$ cat src/rtl/cmd_pkt_pkg.sv
package cmd_pkt_pkg;

  localparam int BYTE_W    = 8;
  localparam int LEN_W     = 16;
  localparam int CRC_W     = 16;
  localparam int HDR_BYTES = 5;
  localparam int CHK_BYTES = CRC_W / BYTE_W;
  localparam logic [CRC_W-1:0] CRC_SEED = 16'hFFFF;

  typedef enum logic [2:0] {
    PS_HDR,
    PS_HCRC,
    PS_PL,
    PS_PCRC,
    PS_DRAIN
  } parse_st_e;

  // One byte of the 0x1021 checksum, folded so that a whole byte is absorbed
  // with shifts and XORs instead of eight single-bit steps.
  function automatic logic [CRC_W-1:0] crc16_byte(input logic [CRC_W-1:0] cur,
                                                  input logic [BYTE_W-1:0] d);
    logic [CRC_W-1:0] x;
    x = {8'h00, cur[15:8] ^ d};
    x = x ^ (x >> 4);
    return (cur << 8) ^ (x << 12) ^ (x << 5) ^ x;
  endfunction

endpackage

$ cat src/rtl/cmd_pkt_crc.sv
module cmd_pkt_crc
  import cmd_pkt_pkg::*;
(
  input  logic              clk,
  input  logic              rst_n,
  input  logic              clr,
  input  logic              en,
  input  logic [BYTE_W-1:0] din,
  output logic [CRC_W-1:0]  crc
);

  logic [CRC_W-1:0] crc_q;

  always_ff @(posedge clk) begin
    if (!rst_n)   crc_q <= CRC_SEED;
    else if (clr) crc_q <= CRC_SEED;
    else if (en)  crc_q <= crc16_byte(crc_q, din);
  end

  assign crc = crc_q;

  // Restart and absorb are never requested together by the parser.
  AST_CRC_EXCLUSIVE: assert property (@(posedge clk) disable iff (!rst_n)
    !(clr && en));

endmodule

$ cat src/rtl/cmd_pkt_store.sv
module cmd_pkt_store
  import cmd_pkt_pkg::*;
#(
  parameter int DEPTH = 64,
  localparam int AW = (DEPTH > 1) ? $clog2(DEPTH) : 1
)(
  input  logic              clk,
  input  logic              rst_n,
  input  logic              wr_en,
  input  logic [AW-1:0]     wr_addr,
  input  logic [BYTE_W-1:0] wr_data,
  input  logic [AW-1:0]     rd_addr,
  output logic [BYTE_W-1:0] rd_data
);

  logic [BYTE_W-1:0] mem [DEPTH];

  always_ff @(posedge clk) begin
    if (wr_en) mem[wr_addr] <= wr_data;
  end

  assign rd_data = mem[rd_addr];

  AST_WR_IN_RANGE: assert property (@(posedge clk) disable iff (!rst_n)
    wr_en |-> (int'(wr_addr) < DEPTH));

endmodule

$ cat src/rtl/cmd_pkt_parser.sv
module cmd_pkt_parser
  import cmd_pkt_pkg::*;
#(
  parameter int MAX_PAYLOAD = 64
)(
  input  logic        clk,
  input  logic        rst_n,
  input  logic        in_valid,
  input  logic [7:0]  in_data,
  output logic        in_ready,
  output logic        hdr_ok,
  output logic [7:0]  cmd_code,
  output logic [7:0]  dev_id,
  output logic [7:0]  chan_num,
  output logic [15:0] pay_len,
  output logic        pl_valid,
  output logic [7:0]  pl_data,
  output logic        pl_last,
  output logic        pkt_done,
  output logic        pkt_good,
  output logic        retx_req
);

  localparam int AW = (MAX_PAYLOAD > 1) ? $clog2(MAX_PAYLOAD) : 1;
  localparam logic [LEN_W-1:0] LEN_MAX = LEN_W'(MAX_PAYLOAD);
  localparam logic [LEN_W-1:0] HDR_LAST = LEN_W'(HDR_BYTES - 1);
  localparam logic [LEN_W-1:0] CHK_LAST = LEN_W'(CHK_BYTES - 1);

  parse_st_e         st_q, st_d;
  logic [LEN_W-1:0]  cnt_q, cnt_d;
  logic [BYTE_W-1:0] chk_hi_q;
  logic [BYTE_W-1:0] sh_cmd_q, sh_dev_q, sh_chan_q;
  logic [LEN_W-1:0]  sh_len_q;
  logic [CRC_W-1:0]  crc_val;
  logic              done_q, good_q, retx_q, hdr_ok_q;

  // Named events, used by both the sequencing and the assertions.
  logic acc, crc_match, len_fits;
  logic ev_hcrc_end, ev_hdr_good, ev_hdr_bad;
  logic ev_pl_last, ev_pcrc_end, ev_pl_good, ev_pl_bad;
  logic ev_drain_end, ev_done_good, ev_done_bad;
  logic crc_clr, crc_en, store_we;

  assign in_ready = (st_q != PS_DRAIN);
  assign acc      = in_valid && in_ready;

  assign crc_match    = ({chk_hi_q, in_data} == crc_val);
  assign len_fits     = (sh_len_q <= LEN_MAX);
  assign ev_hcrc_end  = acc && (st_q == PS_HCRC) && (cnt_q == CHK_LAST);
  assign ev_hdr_good  = ev_hcrc_end && crc_match && len_fits;
  assign ev_hdr_bad   = ev_hcrc_end && !(crc_match && len_fits);
  assign ev_pl_last   = acc && (st_q == PS_PL) && (cnt_q == sh_len_q - 1'b1);
  assign ev_pcrc_end  = acc && (st_q == PS_PCRC) && (cnt_q == CHK_LAST);
  assign ev_pl_good   = ev_pcrc_end && crc_match;
  assign ev_pl_bad    = ev_pcrc_end && !crc_match;
  assign ev_drain_end = (st_q == PS_DRAIN) && (cnt_q == sh_len_q - 1'b1);
  assign ev_done_good = (ev_hdr_good && (sh_len_q == '0)) || ev_drain_end;
  assign ev_done_bad  = ev_hdr_bad || ev_pl_bad;

  // Sequencing
  always_comb begin
    st_d  = st_q;
    cnt_d = cnt_q;
    unique case (st_q)
      PS_HDR: if (acc) begin
        if (cnt_q == HDR_LAST) begin st_d = PS_HCRC; cnt_d = '0; end
        else cnt_d = cnt_q + 1'b1;
      end
      PS_HCRC: if (acc) begin
        if (cnt_q != CHK_LAST) cnt_d = cnt_q + 1'b1;
        else begin
          cnt_d = '0;
          st_d  = (ev_hdr_good && (sh_len_q != '0)) ? PS_PL : PS_HDR;
        end
      end
      PS_PL: if (acc) begin
        if (ev_pl_last) begin st_d = PS_PCRC; cnt_d = '0; end
        else cnt_d = cnt_q + 1'b1;
      end
      PS_PCRC: if (acc) begin
        if (cnt_q != CHK_LAST) cnt_d = cnt_q + 1'b1;
        else begin
          cnt_d = '0;
          st_d  = ev_pl_good ? PS_DRAIN : PS_HDR;
        end
      end
      PS_DRAIN: begin
        if (ev_drain_end) begin st_d = PS_HDR; cnt_d = '0; end
        else cnt_d = cnt_q + 1'b1;
      end
      default: begin st_d = PS_HDR; cnt_d = '0; end
    endcase
  end

  always_ff @(posedge clk) begin
    if (!rst_n) begin
      st_q  <= PS_HDR;
      cnt_q <= '0;
    end else begin
      st_q  <= st_d;
      cnt_q <= cnt_d;
    end
  end

  // Header field shadows and checksum high byte
  always_ff @(posedge clk) begin
    if (!rst_n) begin
      sh_cmd_q  <= '0;
      sh_dev_q  <= '0;
      sh_chan_q <= '0;
      sh_len_q  <= '0;
      chk_hi_q  <= '0;
    end else if (acc) begin
      if (st_q == PS_HDR) begin
        unique case (cnt_q[2:0])
          3'd0:    sh_cmd_q  <= in_data;
          3'd1:    sh_dev_q  <= in_data;
          3'd2:    sh_chan_q <= in_data;
          3'd3:    sh_len_q[15:8] <= in_data;
          default: sh_len_q[7:0]  <= in_data;
        endcase
      end
      if (((st_q == PS_HCRC) || (st_q == PS_PCRC)) && (cnt_q == '0))
        chk_hi_q <= in_data;
    end
  end

  // Published fields and status pulses
  always_ff @(posedge clk) begin
    if (!rst_n) begin
      cmd_code <= '0;
      dev_id   <= '0;
      chan_num <= '0;
      pay_len  <= '0;
      hdr_ok_q <= 1'b0;
      done_q   <= 1'b0;
      good_q   <= 1'b0;
      retx_q   <= 1'b0;
    end else begin
      hdr_ok_q <= ev_hdr_good;
      done_q   <= ev_done_good || ev_done_bad;
      good_q   <= ev_done_good;
      retx_q   <= ev_done_bad;
      if (ev_hdr_good) begin
        cmd_code <= sh_cmd_q;
        dev_id   <= sh_dev_q;
        chan_num <= sh_chan_q;
        pay_len  <= sh_len_q;
      end
    end
  end

  assign hdr_ok   = hdr_ok_q;
  assign pkt_done = done_q;
  assign pkt_good = good_q;
  assign retx_req = retx_q;

  // Checksum engine: restarts whenever a new header or payload begins
  assign crc_clr = ((st_q != PS_HDR) && (st_d == PS_HDR)) ||
                   ((st_q == PS_HCRC) && (st_d == PS_PL));
  assign crc_en  = acc && ((st_q == PS_HDR) || (st_q == PS_PL));

  cmd_pkt_crc u_crc (
    .clk   (clk),
    .rst_n (rst_n),
    .clr   (crc_clr),
    .en    (crc_en),
    .din   (in_data),
    .crc   (crc_val)
  );

  // Payload store: written while receiving, read while releasing
  assign store_we = acc && (st_q == PS_PL);

  cmd_pkt_store #(.DEPTH(MAX_PAYLOAD)) u_store (
    .clk     (clk),
    .rst_n   (rst_n),
    .wr_en   (store_we),
    .wr_addr (cnt_q[AW-1:0]),
    .wr_data (in_data),
    .rd_addr (cnt_q[AW-1:0]),
    .rd_data (pl_data)
  );

  assign pl_valid = (st_q == PS_DRAIN);
  assign pl_last  = ev_drain_end;

  AST_DONE_PULSE: assert property (@(posedge clk) disable iff (!rst_n)
    pkt_done |=> !pkt_done);
  AST_RETX_ONLY_BAD: assert property (@(posedge clk) disable iff (!rst_n)
    retx_req |-> (pkt_done && !pkt_good));
  AST_RELEASE_CLOSE: assert property (@(posedge clk) disable iff (!rst_n)
    pl_last |=> (pkt_done && pkt_good));
  AST_RELEASE_RUN: assert property (@(posedge clk) disable iff (!rst_n)
    (pl_valid && !pl_last) |=> pl_valid);
  AST_HDR_LEN_BOUND: assert property (@(posedge clk) disable iff (!rst_n)
    hdr_ok |-> (pay_len <= LEN_MAX));
  AST_IDLE_HOLDS: assert property (@(posedge clk) disable iff (!rst_n)
    (in_ready && !in_valid) |=> ($stable(cnt_q) && $stable(st_q)));
  AST_BAD_NO_RELEASE: assert property (@(posedge clk) disable iff (!rst_n)
    ev_pl_bad |=> !pl_valid);

endmodule

$ cat config.mk
export PLATFORM = sky130hd
export DESIGN_NAME = cmd_pkt_parser
export DESIGN_NICKNAME = d
export VERILOG_FILES = /design/src/rtl/cmd_pkt_pkg.sv /design/src/rtl/cmd_pkt_crc.sv /design/src/rtl/cmd_pkt_store.sv /design/src/rtl/cmd_pkt_parser.sv
export SDC_FILE = /design/constraint.sdc
export NUM_CORES = 1
export LEC_CHECK = 0
export BUFFER_PORTS_ARGS = -buffer_cell sky130_fd_sc_hd__buf_2
export CAP_MARGIN = 20
export CELL_PAD_IN_SITES_DETAIL_PLACEMENT = 1
export CELL_PAD_IN_SITES_GLOBAL_PLACEMENT = 2
export CORE_MARGIN = 10
export CORE_UTILIZATION = 44
export DETAILED_ROUTE_END_ITERATION = 12
export PLACE_DENSITY_LB_ADDON = 0.1
export SKIP_CTS_REPAIR_TIMING = 1
export SLEW_MARGIN = 20
export SYNTH_ARGS = -nofsm -noshare
export SYNTH_HDL_FRONTEND = slang
export SYNTH_SLANG_ARGS = --single-unit
$ cat constraint.sdc
create_clock -name clk -period 3.77 [get_ports clk]
set_input_delay 0.5655 -clock clk [delete_from_list [all_inputs] [get_ports clk]]
set_output_delay 0.5655 -clock clk [all_outputs]
set_load 0.005 [all_outputs]
==> impl_metrics.json, run 1 <==
{
  "cts_made_buffers": 70,
  "hp-class": "input port to register",
  "synthToLayoutAreaGrowth_pct": 17.4,
  "cpMaxStageDelayCell": "mux4_2",
  "maxSlewHeadroom": 0.347,
  "hpwlAfterDp_um": 41800,
  "gp_congestion": 0.756,
  "die_x_um": 262,
  "multi_input_area_sq_um": 7410,
  "met1_length_um": 29600,
  "netlist-cell-type-count": 59,
  "skew_ps": 19.6,
  "netlist.top_cell.by_area": "edfxtp_1",
  "fillCellCount": 5507,
  "wl_met3_um": 3180,
  "htreeDepth": 3,
  "insertion_delay_ps": 610,
  "grt_pass1_wl_um": 101000,
  "cp_cell_sequence": "buf_12 -> buf_12 -> buf_16 -> mux4_2 -> mux4_2 -> mux4_2 -> buf_6",
  "outcome": "finished, final reports clean",
  "gr-total-overflow": 0,
  "grt_pass1_vias": 15209,
  "synth_ff_type": "edfxtp_1",
  "synth_edf_count": 512,
  "cp_max_fo": 7,
  "drv_slew": 0,
  "routed.top_layer": "met5",
  "critPathMaxStageDelay_ps": 550,
  "ys_seq_area_frac": 0.698,
  "fin_util": 0.524,
  "min_period_over_period": 0.992,
  "setup_ws_ps": 29.4,
  "avgSynthCellArea_sq_um": 16.5,
  "cp.arrival_ps": 3180,
  "num_vias": 14509,
  "fin_cells": 2554,
  "critPathKind": "register to output port",
  "max_cap_violations": 0,
  "clkTransAtPathRegs_ps": 60,
  "synth_cells": 1564,
  "pre_cts_ws_ps": 324,
  "peakVddDrop_uv": 296,
  "pin_count": 66,
  "ys_seq_elements": 645,
  "worstSetupEndpointType": "output port",
  "drt-pass1-iter-count": 7,
  "nets": 1751,
  "synthTopCellsByArea": "edfxtp_1 59%, mux4_2 15%, dfxtp_1 10%, nand2_1 2.3%, a21oi_1 1.6%",
  "grt_max_degree": 84,
  "dieArea_sq_um": 68900,
  "dp.cells": 2402,
  "drc": 0,
  "p_per_area_nw_per_um2": 507,
  "path_buf_inv": 4,
  "root_buffer": "clkbuf_16",
  "drive_gt1_frac": 0.285,
  "post_drt_wl_per_cell_um": 26.8,
  "cts_tree": "built",
  "yosys.area.top_type_share": 0.595,
  "antenna_found_initial": 3,
  "final_hold_viol_count": 0,
  "routed_wl_um": 68500,
  "grt.total_usage": 0.193,
  "vias_per_cell": 5.68,
  "syn_nets": 1581,
  "coreArea_sq_um": 57900,
  "final.min_clock_period_ps": 3740,
  "startpoint_type": "register",
  "regArea_sq_um": 18000,
  "clock_path_buffers": 3,
  "rows": 88,
  "p_leak_uw": 0.0100,
  "setup_tns_ps": 0,
  "async_flop_share": 0,
  "cts.sinks": 645,
  "rsz0062_at_grt": "true",
  "cp_common_cell": "mux4_2",
  "critPathRequiredTime_ps": 3200,
  "start_util": 0.446,
  "fmax_mhz": 267,
  "worst-slew-pin-transition_ps": 980,
  "num_antenna_cells": 0,
  "dr_wl_met2_um": 34200,
  "drtIter0Drc": 1065,
  "path_delay_family": "multiplexers",
  "numPortBuffers": 65,
  "die_y_um": 262,
  "ant_nets": 0,
  "synth_warnings": 0,
  "finalSetupViolations": 0,
  "mappedNetlistArea_sq_um": 25900
}
## state kept, by name, summed over array words and instances (netlist names), named ones only
| signal | cells |
|---|---|
| u_store.mem | 512 |
| cnt_q | 16 |
| pay_len | 16 |
| sh_len_q | 16 |
| u_crc.crc | 16 |
| chan_num | 8 |
| chk_hi_q | 8 |
| cmd_code | 8 |
| dev_id | 8 |
| sh_chan_q | 8 |
| sh_cmd_q | 8 |
| sh_dev_q | 8 |
| st_q | 3 |
| hdr_ok | 1 |
| pkt_done | 1 |
| pkt_good | 1 |
| retx_req | 1 |
## per-layer routing
metal,global-route usage,up-vias
met5,0,-
met4,0.0577,4
met3,0.0297,87
met2,0.322,345
met1,0.257,7672
li1,-,6401
## worst paths after layout
path	slack [ps]	startpoint	depth (start not counted)	end
hold reg to reg	450	cmd_code[3]	2	cmd_code[3]
hold / removal	420	rst_n	2	pkt_good
setup reg to reg	630	sh_len_q[1]	11	cnt_q[12]
setup / recovery	30	register	7	pl_data[3]
## report_power, final
part	switching, uW	internal (uW)
sequential	32.1	7690
clock	2800	3980
combinational	502	383
## worst register-to-register path, stage by stage (launching register included)
cell and delay [ps]:
dfxtp_4 350, inv_2 70, ha_4 140, or4b_4 460, or3_1 320, o32a_1 370
a2111oi_4 250, buf_4 170, nand4_2 170, nand3_2 340, nor2_1 100, a211o_1 280
## Yosys cell counts, types with 3 or more instances
| cell type | number |
|---|---|
| nand3b_1 | 4 |
| nand4_1 | 7 |
| o21ai_0 | 13 |
| clkbuf_1 | 81 |
| buf_6 | 3 |
| a21oi_1 | 83 |
| nand2b_1 | 10 |
| a211o_1 | 3 |
| or3b_2 | 3 |
| nor2_1 | 108 |
| or3_1 | 10 |
| xnor2_1 | 31 |
| buf_1 | 16 |
| edfxtp_1 | 512 |
| nand2_1 | 158 |
| mux4_2 | 168 |
| ha_1 | 6 |
| a21o_1 | 6 |
| mux2i_1 | 11 |
| o211ai_1 | 5 |
| o211ai_2 | 10 |
| nand3_1 | 51 |
| and3_1 | 17 |
| nor4b_1 | 6 |
| nor4_1 | 11 |
| inv_1 | 9 |
| xor2_1 | 33 |
| dfxtp_1 | 133 |
| a211oi_1 | 3 |
| nor3_1 | 17 |
| buf_2 | 4 |
## logic make-up after synthesis
group / after synthesis / synth area share
buf+inv: 113 / 0.0175
compound gates: 143 / 0.0363
xor+xnor: 64 / 0.0217
fa+ha+maj: 6 / 0.00290
mux: 179 / 0.151
simple gates: 414 / 0.0734
flops: 645 / 0.698
## layout make-up
cell class,instances,share of cell area
sequential,645,0.595
multi-input combinational,806,0.244
clock buffer,90,0.0625
timing repair buffer,202,0.0546
tap,765,0.0315
clock inverter,37,0.0116
inverter,9,0.00111
## layout by cell type (no fill, tap or decap), types with 5 or more instances in the layout
cell type and instances:
buf_12 9, or3_1 10, inv_6 6, xor2_1 33, buf_6 6, a21oi_1 83, clkbuf_8 5, mux2i_1 11
clkinv_1 11, o211ai_2 10, nand3_1 51, buf_2 63, nor3_1 15, edfxtp_1 512, a21o_1 6, nand4_1 7
clkbuf_1 14, inv_1 7, clkbuf_16 76, buf_4 114, bufinv_16 6, mux4_2 168, nor4b_1 6, clkinv_2 10
ha_1 5, o21ai_0 13, nand2_1 158, nor2_1 107, xnor2_1 31, o211ai_1 5, nor4_1 10, and3_1 17
nand2b_1 10, dfxtp_1 129
## metrics by stage
stage / area (sq um) / power [uW] / hold slack (ps)
floorplan: 25900 / 8360 / 436
global placement: 27700 / 8690 / 440
detailed placement: 27700 / 8700 / 444
CTS: 29900 / 15500 / 390
global route: 30400 / 15900 / 442
finish: 30400 / 15400 / 422
Note: power is estimated with default switching activity, not from simulation.
==> run 2, diff against run 1 <==
--- a/config.mk
+++ b/config.mk
@@ -5,12 +5,13 @@
 export SDC_FILE = /design/constraint.sdc
 export NUM_CORES = 1
 export LEC_CHECK = 0
+export ABC_AREA = 1
 export BUFFER_PORTS_ARGS = -buffer_cell sky130_fd_sc_hd__buf_2
 export CAP_MARGIN = 20
 export CELL_PAD_IN_SITES_DETAIL_PLACEMENT = 1
 export CELL_PAD_IN_SITES_GLOBAL_PLACEMENT = 2
 export CORE_MARGIN = 10
-export CORE_UTILIZATION = 44
+export CORE_UTILIZATION = 42
 export DETAILED_ROUTE_END_ITERATION = 12
 export PLACE_DENSITY_LB_ADDON = 0.1
 export SKIP_CTS_REPAIR_TIMING = 1
==> run 2 against run 1 <==
  * Flip-flop and latch count is the same
  * Largest cell class unchanged
  * Combinational power grew 34%
  * Register-to-register slack lost 100 ps
  * Wire length grew 20%
==> impl_metrics.json, run 2 <==
{
  "p_per_area_nw_per_um2": 523,
  "grt_max_degree": 149,
  "antenna_found_initial": 2,
  "root_buffer": "clkbuf_16",
  "synth_warnings": 0,
  "die_x_um": 271,
  "met1_length_um": 35600,
  "insertion_delay_ps": 610,
  "cp.arrival_ps": 3060,
  "synthToLayoutAreaGrowth_pct": 14.8,
  "most-common-layout-cells": "512 x edfxtp_1, 500 x nor2_1, 413 x o21ai_0",
  "mappedNetlistArea_sq_um": 26500,
  "netlist-cell-type-count": 49,
  "skew_ps": 24.7,
  "routed.top_layer": "met5",
  "ys_seq_area_frac": 0.681,
  "drtIter0Drc": 1779,
  "htreeDepth": 3,
  "final.min_clock_period_ps": 3630,
  "rows": 91,
  "syn_nets": 2415,
  "p_leak_uw": 0.0109,
  "grt_pass1_wl_um": 124000,
  "fin_cells": 3386,
  "synth.top_cells.by_count": "512 x edfxtp_1, 501 x nor2_1, 414 x o21ai_0",
  "drt-pass1-iter-count": 5,
  "vias_per_cell": 5.59,
  "synth_most_common_cell": "edfxtp_1",
  "hold_ws_ps": 474,
  "dieArea_sq_um": 73500,
  "wl_met3_um": 4880,
  "min_period_over_period": 0.962,
  "setup_tns_ps": 0,
  "peakVddDrop_uv": 319,
  "cp_max_fo": 94,
  "numPortBuffers": 65,
  "cts.sinks": 645,
  "grt_pass1_vias": 19668,
  "coreArea_sq_um": 62100,
  "synthTopCellsByArea": "edfxtp_1 58%, dfxtp_1 10%, o21ai_0 7.8%, nor2_1 7.1%, o22ai_1 3.3%",
  "rrSetupSlack_ps": 530,
  "drv_slew": 0,
  "post_drt_wl_per_cell_um": 24.4,
  "hpwlAfterDp_um": 52300,
  "dr_wl_met2_um": 39300,
  "p_total_uw": 15900,
  "critPathRequiredTime_ps": 3200,
  "startpoint_type": "register",
  "worstSetupEndpointType": "output port",
  "synth_ff_type": "edfxtp_1",
  "clock_path_buffers": 3,
  "synth_cells": 2398,
  "rsz0062_at_grt": "false",
  "top_register": "u_store.mem",
  "num_antenna_cells": 0,
  "finalSetupViolations": 0,
  "grt.total_usage": 0.221,
  "nets": 2510,
  "cts_tree": "built",
  "routed_wl_um": 82500,
  "async_flop_share": 0,
  "hp-class": "register to register",
  "worst-slew-pin-transition_ps": 1030,
  "fin_util": 0.490,
  "fmax_mhz": 276,
  "largest_reg_flops": 512,
  "final_common_cell": "edfxtp_1",
  "synth_edf_count": 512,
  "netlist.top_cell.by_area": "edfxtp_1",
  "max_cap_violations": 0,
  "cts_made_buffers": 70,
  "dp.cells": 3258,
  "ys_seq_elements": 645,
  "critPathKind": "register to output port",
  "gr-total-overflow": 0,
  "start_util": 0.427,
  "die_y_um": 271,
  "ant_nets": 0,
  "num_vias": 18937,
  "drc": 0,
  "clkTransAtPathRegs_ps": 60,
  "final_hold_viol_count": 0,
  "maxSlewHeadroom": 0.310,
  "drive_gt1_frac": 0.126,
  "avgSynthCellArea_sq_um": 11.0,
  "outcome": "finished, final reports clean",
  "gp_congestion": 0.812,
  "pin_count": 66,
  "yosys.area.top_type_share": 0.581
}
run 2: power by group:
| group | switching [uW] | total [uW] | internal [uW] |
|---|---|---|---|
| Sequential | 55.7 | 7770 | 7720 |
| Clock | 2840 | 6930 | 4090 |
| Combinational | 856 | 1190 | 339 |
run 2: path summary, 6_finish.rpt:
kind / startpoint / end / cells past startpoint
worst max-delay path: register / pl_data[5] / 9
worst max register to register: st_q[2] / u_store.mem[22][0] / 9
worst min-delay path: pay_len[8] / pay_len[8] / 1
worst min register to register: pay_len[8] / pay_len[8] / 1
run 2: final cells by class:
| type | count | area, sq um |
|---|---|---|
| repair buffers | 168 | 1160 |
| inverters | 98 | 387 |
| fillers | 6639 | 31700 |
| clock buffers | 97 | 1980 |
| flip-flops and latches | 645 | 18000 |
| clock inverters | 31 | 315 |
| multi-input cells | 1510 | 7450 |
| well taps | 837 | 1050 |
run 2: logic make-up after synthesis:
| kind of cell | Yosys count | synth area share |
|---|---|---|
| simple gates | 788 | 0.126 |
| buf+inv | 243 | 0.0373 |
| flops | 645 | 0.681 |
| xor+xnor | 41 | 0.0136 |
| compound gates | 675 | 0.139 |
| fa+ha+maj | 6 | 0.00284 |
run 2: per-stage QoR:
| stage | instance area (sq um) | worst slack [ps] |
|---|---|---|
| detailed placement | 28100 | 459 |
| finish | 30400 | 142 |
| CTS | 30400 | -167 |
| global placement | 28100 | 504 |
| global route | 30400 | 6.58 |
| floorplan | 26500 | 1580 |
run 2: critical path, cell delays in order (launching register included):
cell and delay (ps):
dfxtp_4 440, clkinv_2 100, buf_12 350, o21ai_0 200, o22ai_1 170, nor2_1 60
o221ai_1 340, o211ai_1 280, o21ai_1 270, buf_2 180
run 2: routing by layer:
layer	track usage	up-vias
met4	0.0822	2
li1	-	8742
met2	0.364	525
met5	0	-
met3	0.0398	115
met1	0.288	9553
==> run 3, diff against run 2 <==
--- a/config.mk
+++ b/config.mk
@@ -13,7 +13,7 @@
 export CORE_MARGIN = 10
 export CORE_UTILIZATION = 42
 export DETAILED_ROUTE_END_ITERATION = 12
-export PLACE_DENSITY_LB_ADDON = 0.1
+export PLACE_DENSITY = 0.81
 export SKIP_CTS_REPAIR_TIMING = 1
 export SLEW_MARGIN = 20
 export SYNTH_ARGS = -nofsm -noshare
==> run 3 against run 2 <==
  * Critical path type unchanged
  * Setup slack lost 52 ps
  * Die area is the same
  * Utilization shrank 0.26 points
  * Final cell count shrank 1.2%
  * Hold slack lost 120 ps
  * Highest routed layer unchanged
  * Critical path depth is the same
  * Flip-flop and latch count is the same
  * Register-to-register slack lost 50 ps
  * Fmax shrank 1.4%
==> impl_metrics.json, run 3 (same netlist as run 2, synthesis figures left out) <==
{
  "outcome": "finished, final reports clean",
  "vias_per_cell": 5.67,
  "grt.total_usage": 0.212,
  "min_period_over_period": 0.976,
  "critPathMaxStageDelay_ps": 390,
  "fin_util": 0.487,
  "ff2ff_path_depth": 9,
  "cts.sinks": 645,
  "grt_pass1_wl_um": 121000,
  "cpMaxStageDelayCell": "dfxtp_4",
  "clock_path_buffers": 3,
  "drv_slew": 0,
  "max_cap_violations": 0,
  "cp.arrival_ps": 3110,
  "num_antenna_cells": 0,
  "die_x_um": 271,
  "hpwlAfterDp_um": 49300,
  "root_buffer": "clkbuf_16",
  "cp_common_cell": "o21ai_0",
  "post_drt_wl_per_cell_um": 24.0,
  "drt-pass1-iter-count": 6,
  "die_y_um": 271,
  "antenna_found_initial": 5,
  "critPathRequiredTime_ps": 3200,
  "cts_made_buffers": 70,
  "drtIter0Drc": 1731,
  "final_area_sq_um": 30200,
  "clkTransAtPathRegs_ps": 60,
  "most-common-layout-cells": "512 x edfxtp_1, 501 x nor2_1, 414 x o21ai_0",
  "final_hold_viol_count": 0,
  "startpoint_type": "register",
  "p_leak_uw": 0.0107,
  "hp-class": "input port to register",
  "critPathKind": "register to output port",
  "reg2reg_from": "st_q[2]",
  "rsz0062_at_grt": "false",
  "top_register": "u_store.mem",
  "rrSetupSlack_ps": 480,
  "coreArea_sq_um": 62100,
  "drc": 0,
  "rows": 91,
  "gr-total-overflow": 0,
  "worstSetupEndpointType": "output port",
  "skew_ps": 18.1,
  "grt_pass1_vias": 19481,
  "timing.rr.end": "u_store.mem[10][1]",
  "cp_cell_sequence": "buf_16 -> buf_12 -> o21ai_0 -> o22ai_1 -> o21ai_0 -> o221ai_1 -> nand3_1 -> nand2_1 -> buf_2",
  "peakVddDrop_uv": 306,
  "ant_nets": 0,
  "drive_gt1_frac": 0.115,
  "dieArea_sq_um": 73500,
  "final.min_clock_period_ps": 3680,
  "num_vias": 18971,
  "synthToLayoutAreaGrowth_pct": 14.2,
  "cp-endpoint": "pl_data[0]",
  "finalSetupViolations": 0,
  "nets": 2469,
  "worst-slew-pin-transition_ps": 968,
  "routed_wl_um": 80400,
  "grt_max_degree": 94,
  "p_per_area_nw_per_um2": 525,
  "place_area_sq_um": 27800,
  "largest_reg_flops": 512,
  "cts_tree": "built",
  "start_util": 0.427,
  "cp_max_fo": 89,
  "gp_congestion": 0.852,
  "pin_count": 66,
  "final_common_cell": "edfxtp_1",
  "numPortBuffers": 65,
  "maxSlewHeadroom": 0.355,
  "htreeDepth": 3,
  "fmax_mhz": 272,
  "insertion_delay_ps": 620
}
## run 3: cell count changes in the layout (fill, tap and decap cells not counted), sizes merged
cell    previous run  this run
inv               95        98
clkinv            27        29
clkbuf            97        93
buf              168       126
## run 3: worst max-delay path, delay by kind of cell (launching register included)
kind | cells | cell delay (ps)
AOI/OAI and AO/OA | 4 | 870
buffers and inverters | 3 | 740
and+or+nand+nor | 2 | 400
DFF | 1 | 390
## run 3: how the worst min path moves through the flow
stage	startpoint	to	slack [ps]	cells after the start
floorplan	sh_chan_q[7]	chan_num[7]	430	2
global placement	pay_len[7]	pay_len[7]	460	1
detailed placement	sh_chan_q[7]	chan_num[7]	460	2
CTS	in_data[6]	u_store.mem[56][6]	340	1
global route	in_data[6]	u_store.mem[56][6]	330	1
finish	in_data[6]	u_store.mem[56][6]	360	1
## run 3: metrics by stage
stage | worst slack, ps | cells | setup TNS (ps) | total power [uW] | hold slack [ps]
after CTS | -88.0 | 3342 | -157 | 16000 | 336
after global placement | 583 | 3214 | 0 | 9070 | 461
after global routing | 9.88 | 3345 | 0 | 16400 | 334
final | 89.5 | 3345 | 0 | 15900 | 357
after floorplan | 1580 | 2398 | 0 | 8610 | 430
after detailed placement | 477 | 3214 | 0 | 9100 | 460
## run 3: per-layer routing
layer	vias up	global-route usage	wire length, um	share of wire
met4	2	0.0651	2230	0.028
met2	581	0.349	38500	0.48
met5	-	0	7	0.000087
li1	8652	-	-	-
met3	131	0.0452	5100	0.063
met1	9605	0.278	34500	0.43
## run 3: area by class of cell
type | count | area, sq um
fillers | 6550 | 31800
flip-flops and latches | 645 | 18000
multi-input cells | 1510 | 7470
clock buffers | 92 | 1930
well taps | 837 | 1050
repair buffers | 127 | 1000
inverters | 98 | 379
clock inverters | 36 | 352
## run 3: where the power goes
part / leakage [uW] / internal (uW) / switching [uW]
clock network: 0.00112 / 4030 / 2850
logic: 0.00391 / 353 / 859
registers: 0.00568 / 7720 / 55.0
total: 0.0107 / 12100 / 3760
